===== src/rtl/preamp_ctrl_pkg.sv =====
package preamp_ctrl_pkg;

    typedef enum logic [2:0] {
        ST_SLEEP = 3'd0,
        ST_STBY  = 3'd1,
        ST_READ  = 3'd2,
        ST_R2W   = 3'd3,
        ST_WRITE = 3'd4,
        ST_W2R   = 3'd5
    } pstate_e;

    localparam logic [1:0] MODE_SLEEP  = 2'b00;
    localparam logic [1:0] MODE_ACTIVE = 2'b10;

endpackage


===== src/rtl/preamp_cfg_regs.sv =====
module preamp_cfg_regs #(
    parameter int HEAD_W = 4
) (
    input  logic              clk,
    input  logic              rst_n,
    input  logic              hold_n,
    input  logic              we,
    input  logic [1:0]        mode_in,
    input  logic [HEAD_W-1:0] head_in,
    input  logic              dual_in,
    output logic [1:0]        mode_q,
    output logic [HEAD_W-1:0] head_q,
    output logic              dual_q
);
    import preamp_ctrl_pkg::*;

    typedef struct packed {
        logic [1:0]        mode;
        logic [HEAD_W-1:0] head;
        logic              dual;
    } cfg_t;

    cfg_t cfg_d, cfg_q;

    always_comb begin
        cfg_d = cfg_q;
        if (!hold_n) begin
            cfg_d = '{mode: MODE_SLEEP, head: '0, dual: 1'b0};
        end else if (we) begin
            cfg_d = '{mode: mode_in, head: head_in, dual: dual_in};
        end
    end

    always_ff @(posedge clk or negedge rst_n) begin
        if (!rst_n) cfg_q <= '{mode: MODE_SLEEP, head: '0, dual: 1'b0};
        else        cfg_q <= cfg_d;
    end

    assign mode_q = cfg_q.mode;
    assign head_q = cfg_q.head;
    assign dual_q = cfg_q.dual;

    // a held reset pin leaves the store at its defaults one edge later
    a_r2_hold_defaults: assert property (@(posedge clk) disable iff (!rst_n)
        !hold_n |=> (mode_q == MODE_SLEEP && head_q == '0 && !dual_q));

endmodule


===== src/rtl/preamp_head_dec.sv =====
module preamp_head_dec #(
    parameter int NUM_HEADS = 12,
    parameter int HEAD_W    = 4
) (
    input  logic [HEAD_W-1:0]    head,
    input  logic                 dual_ok,
    output logic                 valid,
    output logic [NUM_HEADS-1:0] rd_mask,
    output logic [NUM_HEADS-1:0] wr_mask
);
    localparam int HALF = NUM_HEADS / 2;

    assign valid = (32'(head) < NUM_HEADS);

    for (genvar g = 0; g < NUM_HEADS; g++) begin : g_head
        assign rd_mask[g] = valid && (head == HEAD_W'(g));
        if (g >= HALF) begin : g_upper
            // upper-half writer also fires as the partner of head g-HALF
            assign wr_mask[g] = rd_mask[g] || (dual_ok && head == HEAD_W'(g - HALF));
        end else begin : g_lower
            assign wr_mask[g] = rd_mask[g];
        end
    end

endmodule


===== src/rtl/preamp_ctrl.sv =====
module preamp_ctrl #(
    parameter int NUM_HEADS = 12
) (
    input  logic                 clk,
    input  logic                 rst_n,
    input  logic                 cfg_hold_n,
    input  logic                 cfg_we,
    input  logic [1:0]           cfg_mode,
    input  logic [3:0]           cfg_head,
    input  logic                 cfg_dual,
    input  logic                 rw_n,
    input  logic                 stw_n,
    input  logic [1:0]           chip_id,
    input  logic                 flt_det,
    output logic [NUM_HEADS-1:0] rd_head_en,
    output logic [NUM_HEADS-1:0] wr_head_en,
    output logic                 dummy_sel,
    output logic                 wr_en,
    output logic                 mr_bias_en,
    output logic                 rd_out_oe,
    output logic                 flt_oe,
    output logic                 flt_level
);
    import preamp_ctrl_pkg::*;

    localparam int HEAD_W = 4;

    typedef struct packed {
        pstate_e              st;
        logic [NUM_HEADS-1:0] rd_head;
        logic [NUM_HEADS-1:0] wr_head;
        logic                 dummy;
        logic                 wen;
        logic                 bias;
        logic                 rd_oe;
        logic                 f_oe;
        logic                 f_lvl;
    } ctl_t;

    logic [1:0]           mode_q;
    logic [HEAD_W-1:0]    head_q;
    logic                 dual_q;
    logic                 head_ok;
    logic                 dual_ok;
    logic [NUM_HEADS-1:0] rd_mask;
    logic [NUM_HEADS-1:0] wr_mask;

    ctl_t ctl_d, ctl_q;

    preamp_cfg_regs #(.HEAD_W(HEAD_W)) u_cfg (
        .clk     (clk),
        .rst_n   (rst_n),
        .hold_n  (cfg_hold_n),
        .we      (cfg_we),
        .mode_in (cfg_mode),
        .head_in (cfg_head),
        .dual_in (cfg_dual),
        .mode_q  (mode_q),
        .head_q  (head_q),
        .dual_q  (dual_q)
    );

    assign dual_ok = dual_q && !stw_n && (&chip_id);

    preamp_head_dec #(.NUM_HEADS(NUM_HEADS), .HEAD_W(HEAD_W)) u_dec (
        .head    (head_q),
        .dual_ok (dual_ok),
        .valid   (head_ok),
        .rd_mask (rd_mask),
        .wr_mask (wr_mask)
    );

    always_comb begin
        logic    active;
        logic    in_act;
        logic    fault;
        pstate_e idle_st;
        pstate_e nxt;

        active  = (mode_q == MODE_ACTIVE);
        idle_st = (mode_q == MODE_SLEEP) ? ST_SLEEP : ST_STBY;
        nxt     = ctl_q.st;

        unique case (ctl_q.st)
            ST_SLEEP, ST_STBY: begin
                if (!active)   nxt = idle_st;
                else if (rw_n) nxt = ST_READ;
                else           nxt = ctl_q.st;  // write request from idle is ignored
            end
            ST_READ:  nxt = !active ? idle_st : (rw_n ? ST_READ : ST_R2W);
            ST_R2W:   nxt = !active ? idle_st : (rw_n ? ST_READ : ST_WRITE);
            ST_WRITE: nxt = !active ? idle_st : (rw_n ? ST_W2R  : ST_WRITE);
            ST_W2R:   nxt = !active ? idle_st : (rw_n ? ST_READ : ST_R2W);
            default:  nxt = ST_SLEEP;
        endcase

        in_act = (nxt == ST_READ) || (nxt == ST_R2W) || (nxt == ST_WRITE) || (nxt == ST_W2R);
        fault  = !head_ok || flt_det;

        ctl_d         = '0;
        ctl_d.st      = nxt;
        ctl_d.rd_head = (nxt == ST_READ)  ? rd_mask : '0;
        ctl_d.wr_head = (nxt == ST_WRITE) ? wr_mask : '0;
        ctl_d.wen     = (nxt == ST_WRITE) && head_ok;
        ctl_d.bias    = (nxt == ST_READ);
        ctl_d.dummy   = in_act && !head_ok;
        ctl_d.rd_oe   = in_act;
        ctl_d.f_oe    = in_act;
        if (in_act) ctl_d.f_lvl = (nxt == ST_WRITE) ? fault : !fault;
    end

    always_ff @(posedge clk or negedge rst_n) begin
        if (!rst_n) begin
            ctl_q    <= '0;
            ctl_q.st <= ST_SLEEP;
        end else begin
            ctl_q <= ctl_d;
        end
    end

    assign rd_head_en = ctl_q.rd_head;
    assign wr_head_en = ctl_q.wr_head;
    assign dummy_sel  = ctl_q.dummy;
    assign wr_en      = ctl_q.wen;
    assign mr_bias_en = ctl_q.bias;
    assign rd_out_oe  = ctl_q.rd_oe;
    assign flt_oe     = ctl_q.f_oe;
    assign flt_level  = ctl_q.f_lvl;

    a_r3_reader_onehot: assert property (@(posedge clk) disable iff (!rst_n)
        $onehot0(rd_head_en));

    a_r9_writer_pair_max: assert property (@(posedge clk) disable iff (!rst_n)
        $countones(wr_head_en) <= 2);

    a_r4_idle_no_write: assert property (@(posedge clk) disable iff (!rst_n)
        ($past(ctl_q.st) == ST_SLEEP || $past(ctl_q.st) == ST_STBY)
        |-> (ctl_q.st != ST_WRITE && ctl_q.st != ST_R2W && ctl_q.st != ST_W2R));

    a_r5_write_via_gap: assert property (@(posedge clk) disable iff (!rst_n)
        (ctl_q.st == ST_WRITE && $past(ctl_q.st) != ST_WRITE) |-> $past(ctl_q.st) == ST_R2W);

    a_r5_wen_after_quiet: assert property (@(posedge clk) disable iff (!rst_n)
        $rose(wr_en) |-> ($past(rd_head_en) == '0 && !$past(mr_bias_en)));

    a_r6_reader_after_wen: assert property (@(posedge clk) disable iff (!rst_n)
        (|rd_head_en) |-> (!wr_en && !$past(wr_en)));

    a_r7_dummy_exclusive: assert property (@(posedge clk) disable iff (!rst_n)
        dummy_sel |-> (rd_head_en == '0 && wr_head_en == '0 && !wr_en));

    a_r10_idle_quiet: assert property (@(posedge clk) disable iff (!rst_n)
        !rd_out_oe |-> (!flt_oe && !mr_bias_en && !wr_en && wr_head_en == '0 && rd_head_en == '0));

endmodule


===== config.mk =====
export PLATFORM = sky130hd
export DESIGN_NAME = preamp_ctrl
export DESIGN_NICKNAME = d
export VERILOG_FILES = /design/src/rtl/preamp_ctrl_pkg.sv /design/src/rtl/preamp_cfg_regs.sv /design/src/rtl/preamp_head_dec.sv /design/src/rtl/preamp_ctrl.sv
export SDC_FILE = /design/constraint.sdc
export NUM_CORES = 1
export LEC_CHECK = 0
export BUFFER_PORTS_ARGS = -buffer_cell sky130_fd_sc_hd__buf_4
export CORE_AREA = 5 5 73 62
export CTS_CLUSTER_DIAMETER = 30
export DETAILED_ROUTE_END_ITERATION = 7
export DIE_AREA = 0 0 78 67
export GPL_ROUTABILITY_DRIVEN = 0
export PLACE_DENSITY_LB_ADDON = 0.12
export SLEW_MARGIN = 15
export SYNTH_ARGS = -nofsm -noshare
export SYNTH_HDL_FRONTEND = slang
export SYNTH_SLANG_ARGS = --single-unit

===== constraint.sdc =====
create_clock -name clk -period 1.6 [get_ports clk]
set_input_delay 0.32 -clock clk [delete_from_list [all_inputs] [get_ports clk]]
set_output_delay 0.32 -clock clk [all_outputs]
set_load 0.05 [all_outputs]

# After elaboration in Yosys (flattened, before gate mapping)
# Cells that the tools add are included.
# W data, S select, Z words.
op_classes:
  magnitude_cmp: 1
  eq_ne: 22
  muxes: 16
  reduce_logical: 41
ops:
  columns: ["operator", "count"]
  rows:
  - ["$mux W12", 2]
  - ["$logic_and A1 B1 Y1", 22]
  - ["$eq A4 B3 Y1 const B", 4]
  - ["$eq A4 B4 Y1 const B", 4]
  - ["$mux W3", 5]
  - ["$mux W7", 2]
  - ["$eq A3 B2 Y1 const B", 4]
  - ["$eq A3 B3 Y1 const B", 4]
  - ["$pmux W3 S4", 1]
  - ["$logic_or A1 B1 Y1", 10]
  - ["$eq A4 B2 Y1 const B", 2]
  - ["$mux W1", 5]
  - ["$eq A4 B1 Y1 const B", 1]
  - ["$logic_not A4 Y1", 1]
  - ["$lt A4 B4 Y1 const B", 1]
  - ["$reduce_or A2 Y1", 2]
  - ["$eq A3 B1 Y1 const B", 1]
  - ["$logic_not A1 Y1", 3]
  - ["$logic_not A3 Y1", 1]
  - ["$eq A2 B2 Y1 const B", 1]
  - ["$logic_not A2 Y1", 1]
  - ["$mux W2", 1]
  - ["$ne A2 B1 Y1 const B", 1]
  - ["$reduce_and A2 Y1", 1]
word_totals:
  ff_bits: 39
  out_inout_bits: 30
  elab_cells: 91

# Depth between registers and ports, before layout
depth:
  ltp_word: 9
  depth_mapped: 5
  depth_no_buf: 3

# Cells and area by module
# A second synthesis with hierarchy kept.
hier_totals:
  cells_unflattened: 173
  hier_area_um2: 1918.1
modules_own_cells:
  columns: ["module", "n_inst", "cells_each", "area_each_um2"]
  rows:
  - ["preamp_ctrl", 1, 111, 1352.5]
  - ["preamp_cfg_regs", 1, 22, 300.3]
  - ["preamp_head_dec", 1, 40, 265.3]

# Worst setup path before layout
# No wires, ideal clock.
synth_timing:
  path_kind: "register -> register"
  from: "register ctl_q[31] (netlist bit)"
  to: "register ctl_q (netlist bit flt_level)"
  setup_time_ns: 0.128
  t_arrival_ns: 1.214
  t_required_ns: 1.472
  slack_ns: 0.259
  path_stages_with_launch: 5
  period_less_slack_ns: 1.341
  path_cell_list: "dfrtp_1 > buf_2 > and3b_1 > o21ai_2 > mux2_1"
synth_rtl:
  columns: ["element", "line_no", "rtl"]
  rows:
  - ["start, declared", "preamp_ctrl.sv:48", "ctl_t ctl_d, ctl_q;"]
  - ["start signal, assigned", "preamp_ctrl.sv:117", "ctl_q <= ctl_d;"]

==> summary.md <==
| Metric | Value |
|---|---|
| Top post-synthesis cells by area | `dfrtp_1 53%, buf_4 10%, nor2b_1 4.5%` |
| Period utilization | `0.851` |
| Post-DRT Antenna Nets | `0` |
| Post-DR vias/cell | `between 5 and 6` |
| Fin. Hold Viols | `0` |
| Die height | `67 µm` |
| Clock edge transition at the registers on the reported setup and hold paths | `0.07 ns` |
| DIE WIDTH | `~78 µm` |
| Design Area, Final | `0.00215 mm²` |
| Hold crit path type | `input pin to flop` |
| Cell area after synthesis | `0.00182 mm²` |
| Synth cell count leaders | `39 x dfrtp_1, 25 x buf_4, 17 x nor2_1` |
| Post-DP HPWL | `2.37 mm` |
| Seq cells post-synth | `39` |
| Top-count cell post-synth | `dfrtp_1` |
| I/O Buffers | `45` |
| Worst Tran Pin Value | `between 0.4 and 0.5 ns` |
| DRC | `0` |
| Post-synth top area cell | `dfrtp_1` |
| Largest net degree at the start of global routing | `40` |
| Ys async rst share | `1.00` |
| DRT Pass-1 Iters | `5` |
| Ratio of cells with drive above 1 in the final layout | `0.357` |
| Initial DRC count | `63` |
| TritonCTS Buffers | `5` |
| Synth unique cells | `35` |
| Worst VDD drop | `0.592 mV` |
| Die area | `0.00523 mm²` |
| FF/Latch Area | `976 µm²` |
| CTS root buf | `clkbuf_8` |
| Average cell area after synthesis | `roughly 11 µm²` |
| Initial antenna violation count | `0` |
| Critical path required time | `1.79 ns` |
| Diode count | `0` |
| Slew Viols, Final | `0` |
| Yosys warning count | `0` |
| Core Rows | `20` |
| WL per Instance | `14.1 µm` |
| Startpoint type of the worst setup path | `flop` |
| Final WL | `between 3 and 4 mm` |
| Syn Nets | `about 180` |
| Slew headroom | `0.690` |
| Post-synth EDFFs | `0` |
| Worst clock skew | `0.00580 ns` |
| Worst hold start | `cfg_dual` |
| Total grt overflow | `0` |
| Filler cells | `approximately 320` |
| Status | `completed` |
| Maximum clock insertion buffer count | `2` |
| Via count | `~1200` |
| Area of the multi-input gates | `609 µm²` |
| Final setup vio count | `0` |
| Crit path max fanout | `13` |
| Top FF cell, synth | `dfrtp_1` |
| Leakage | `1.04 nW` |
| CP startpoint | `ctl_q[31]$_DFF_PN0_` |
| Max Freq | `0.734 GHz` |
| Skew-Pair Late Insertion Delay | `0.29 ns` |
| Initial Utilization | `0.496` |
| Clock tree sinks | `39` |
| Area post-placement | `0.00201 mm²` |
| Post-cts resize count | `0` |
| Layout Nets | `200` |
| Fin crit period | `1.36 ns` |
| RSZ-0062 raised after global routing | `false` |
| Setup CP Type | `flop to flop` |
| Worst Path Arrival | `1.55 ns` |
| Reg2Reg Launch Point | `ctl_q[31]$_DFF_PN0_` |
| Post-synth top area share | `0.535` |
| Area Overhead vs Synth | `17.9%` |
| Io pins | `46` |
| H-tree Lvls | `2` |
| MaxCap Viol Count | `0` |
| Power Density | `around 1000 mW/mm²` |
| Core area | `0.00368 mm²` |
| Vias in the first global route | `1157` |
| CTS tree | `done` |
| Setup tns final | `0 ns` |
| Mapped Cells | `161` |
| Sequential share of the synthesized area | `0.535` |
| Gr usage total | `0.140` |
| Critical path capture point type | `flop` |
| First-pass GRT wire length | `5.60 mm` |
path summary, 6_finish.rpt:
| kind | slack, ns | cells after the start | endpoint |
|---|---|---|---|
| max | 0.24 | 4 | wr_head_en[9]$_DFF_PN0_ |
| min | 0.30 | 3 | u_cfg.dual_q$_DFFE_PN0P_ |
| max reg2reg | 0.24 | 4 | wr_head_en[9]$_DFF_PN0_ |
| min reg2reg | 0.55 | 2 | u_cfg.dual_q$_DFFE_PN0P_ |
| max in group asynchronous | 0.75 | 2 | wr_head_en[0]$_DFF_PN0_ |
| min in group asynchronous | 0.53 | 2 | u_cfg.head_q[0]$_DFFE_PN0P_ |
per-layer routing:
layer / share of wire / GRT usage
met1: 0.47 / 0.194
met2: 0.42 / 0.191
met3: 0.096 / 0.0541
met4: 0.018 / 0.0633
met5: 0 / 0
registers in the layout (all words and copies together) (netlist names):
name and flops:
flt_oe 1, u_cfg.head_q 4, flt_level 1, wr_head_en 12, u_cfg.mode_q 2, u_cfg.dual_q 1, ctl_q 3, rd_head_en 12
mr_bias_en 1, dummy_sel 1, wr_en 1
cell type report:
| class | instances | share of cell area |
|---|---|---|
| sequential | 39 | 0.454 |
| multi-input combinational | 87 | 0.283 |
| timing repair buffer | 49 | 0.172 |
| clock buffer | 6 | 0.0337 |
| clock inverter | 2 | 0.0279 |
| tap | 44 | 0.0256 |
| inverter | 2 | 0.00349 |
through the flow:
stage          setup slack [ns]  hold slack, ns  cells  total power, mW   util
4_1_cts                   0.237           0.290    229             2.17  0.585
3_3_place_gp              0.292           0.308    220             1.21  0.546
3_5_place_dp              0.255           0.318    220             1.21  0.546
6_report                  0.238           0.295    229             2.15  0.585
5_1_grt                  0.0438           0.300    229             2.23  0.585
2_1_floorplan             0.259          0.0244    161             1.14      -
timing repair:
action | in CTS | in global routing
endpoints found under the hold margin | 1 | 0
hold buffers | 1 | 0
buffers inserted | 0 | 0
power by group:
group	internal [mW]	total [mW]	switching, mW	leakage [nW]
Combinational	0.0701	0.162	0.0920	0.441
Clock	0.623	0.952	0.329	0.0654
Sequential	1.00	1.03	0.0304	0.538
cells by family (layout without fill, tap and decap cells):
kind of cell           count (synthesis)  in the layout  share of synthesized area
AND/OR/NAND/NOR                       63             63                      0.232
flip-flops                            39             39                      0.535
buffers and inverters                 35             59                      0.131
AO/OA/AOI/OAI                         16             16                     0.0576
multiplexers                           8              8                     0.0446
layout by cell type, fill, tap and decap left out, types with 2 or more instances in the layout:
master and instances:
a21oi_1 5, o211ai_1 2, mux2i_1 7, dfrtp_1 39, o21ai_0 2, clkbuf_8 5, nor3_1 2, nor3b_2 2
nor4b_1 3, nor4_2 5, nand2b_1 4, nor3b_1 3, nor3_2 2, inv_1 2, buf_4 48, nand2_1 4
bufinv_16 2, nor2_1 17, nor2b_1 13, and3b_1 2
critical path: stages (launching register included):
cell     delay [ns]
dfrtp_1        0.49
nor3b_4        0.24
o21ai_2        0.10
buf_4          0.19
nor4b_1        0.24
Power figures use the tool's default switching activity.
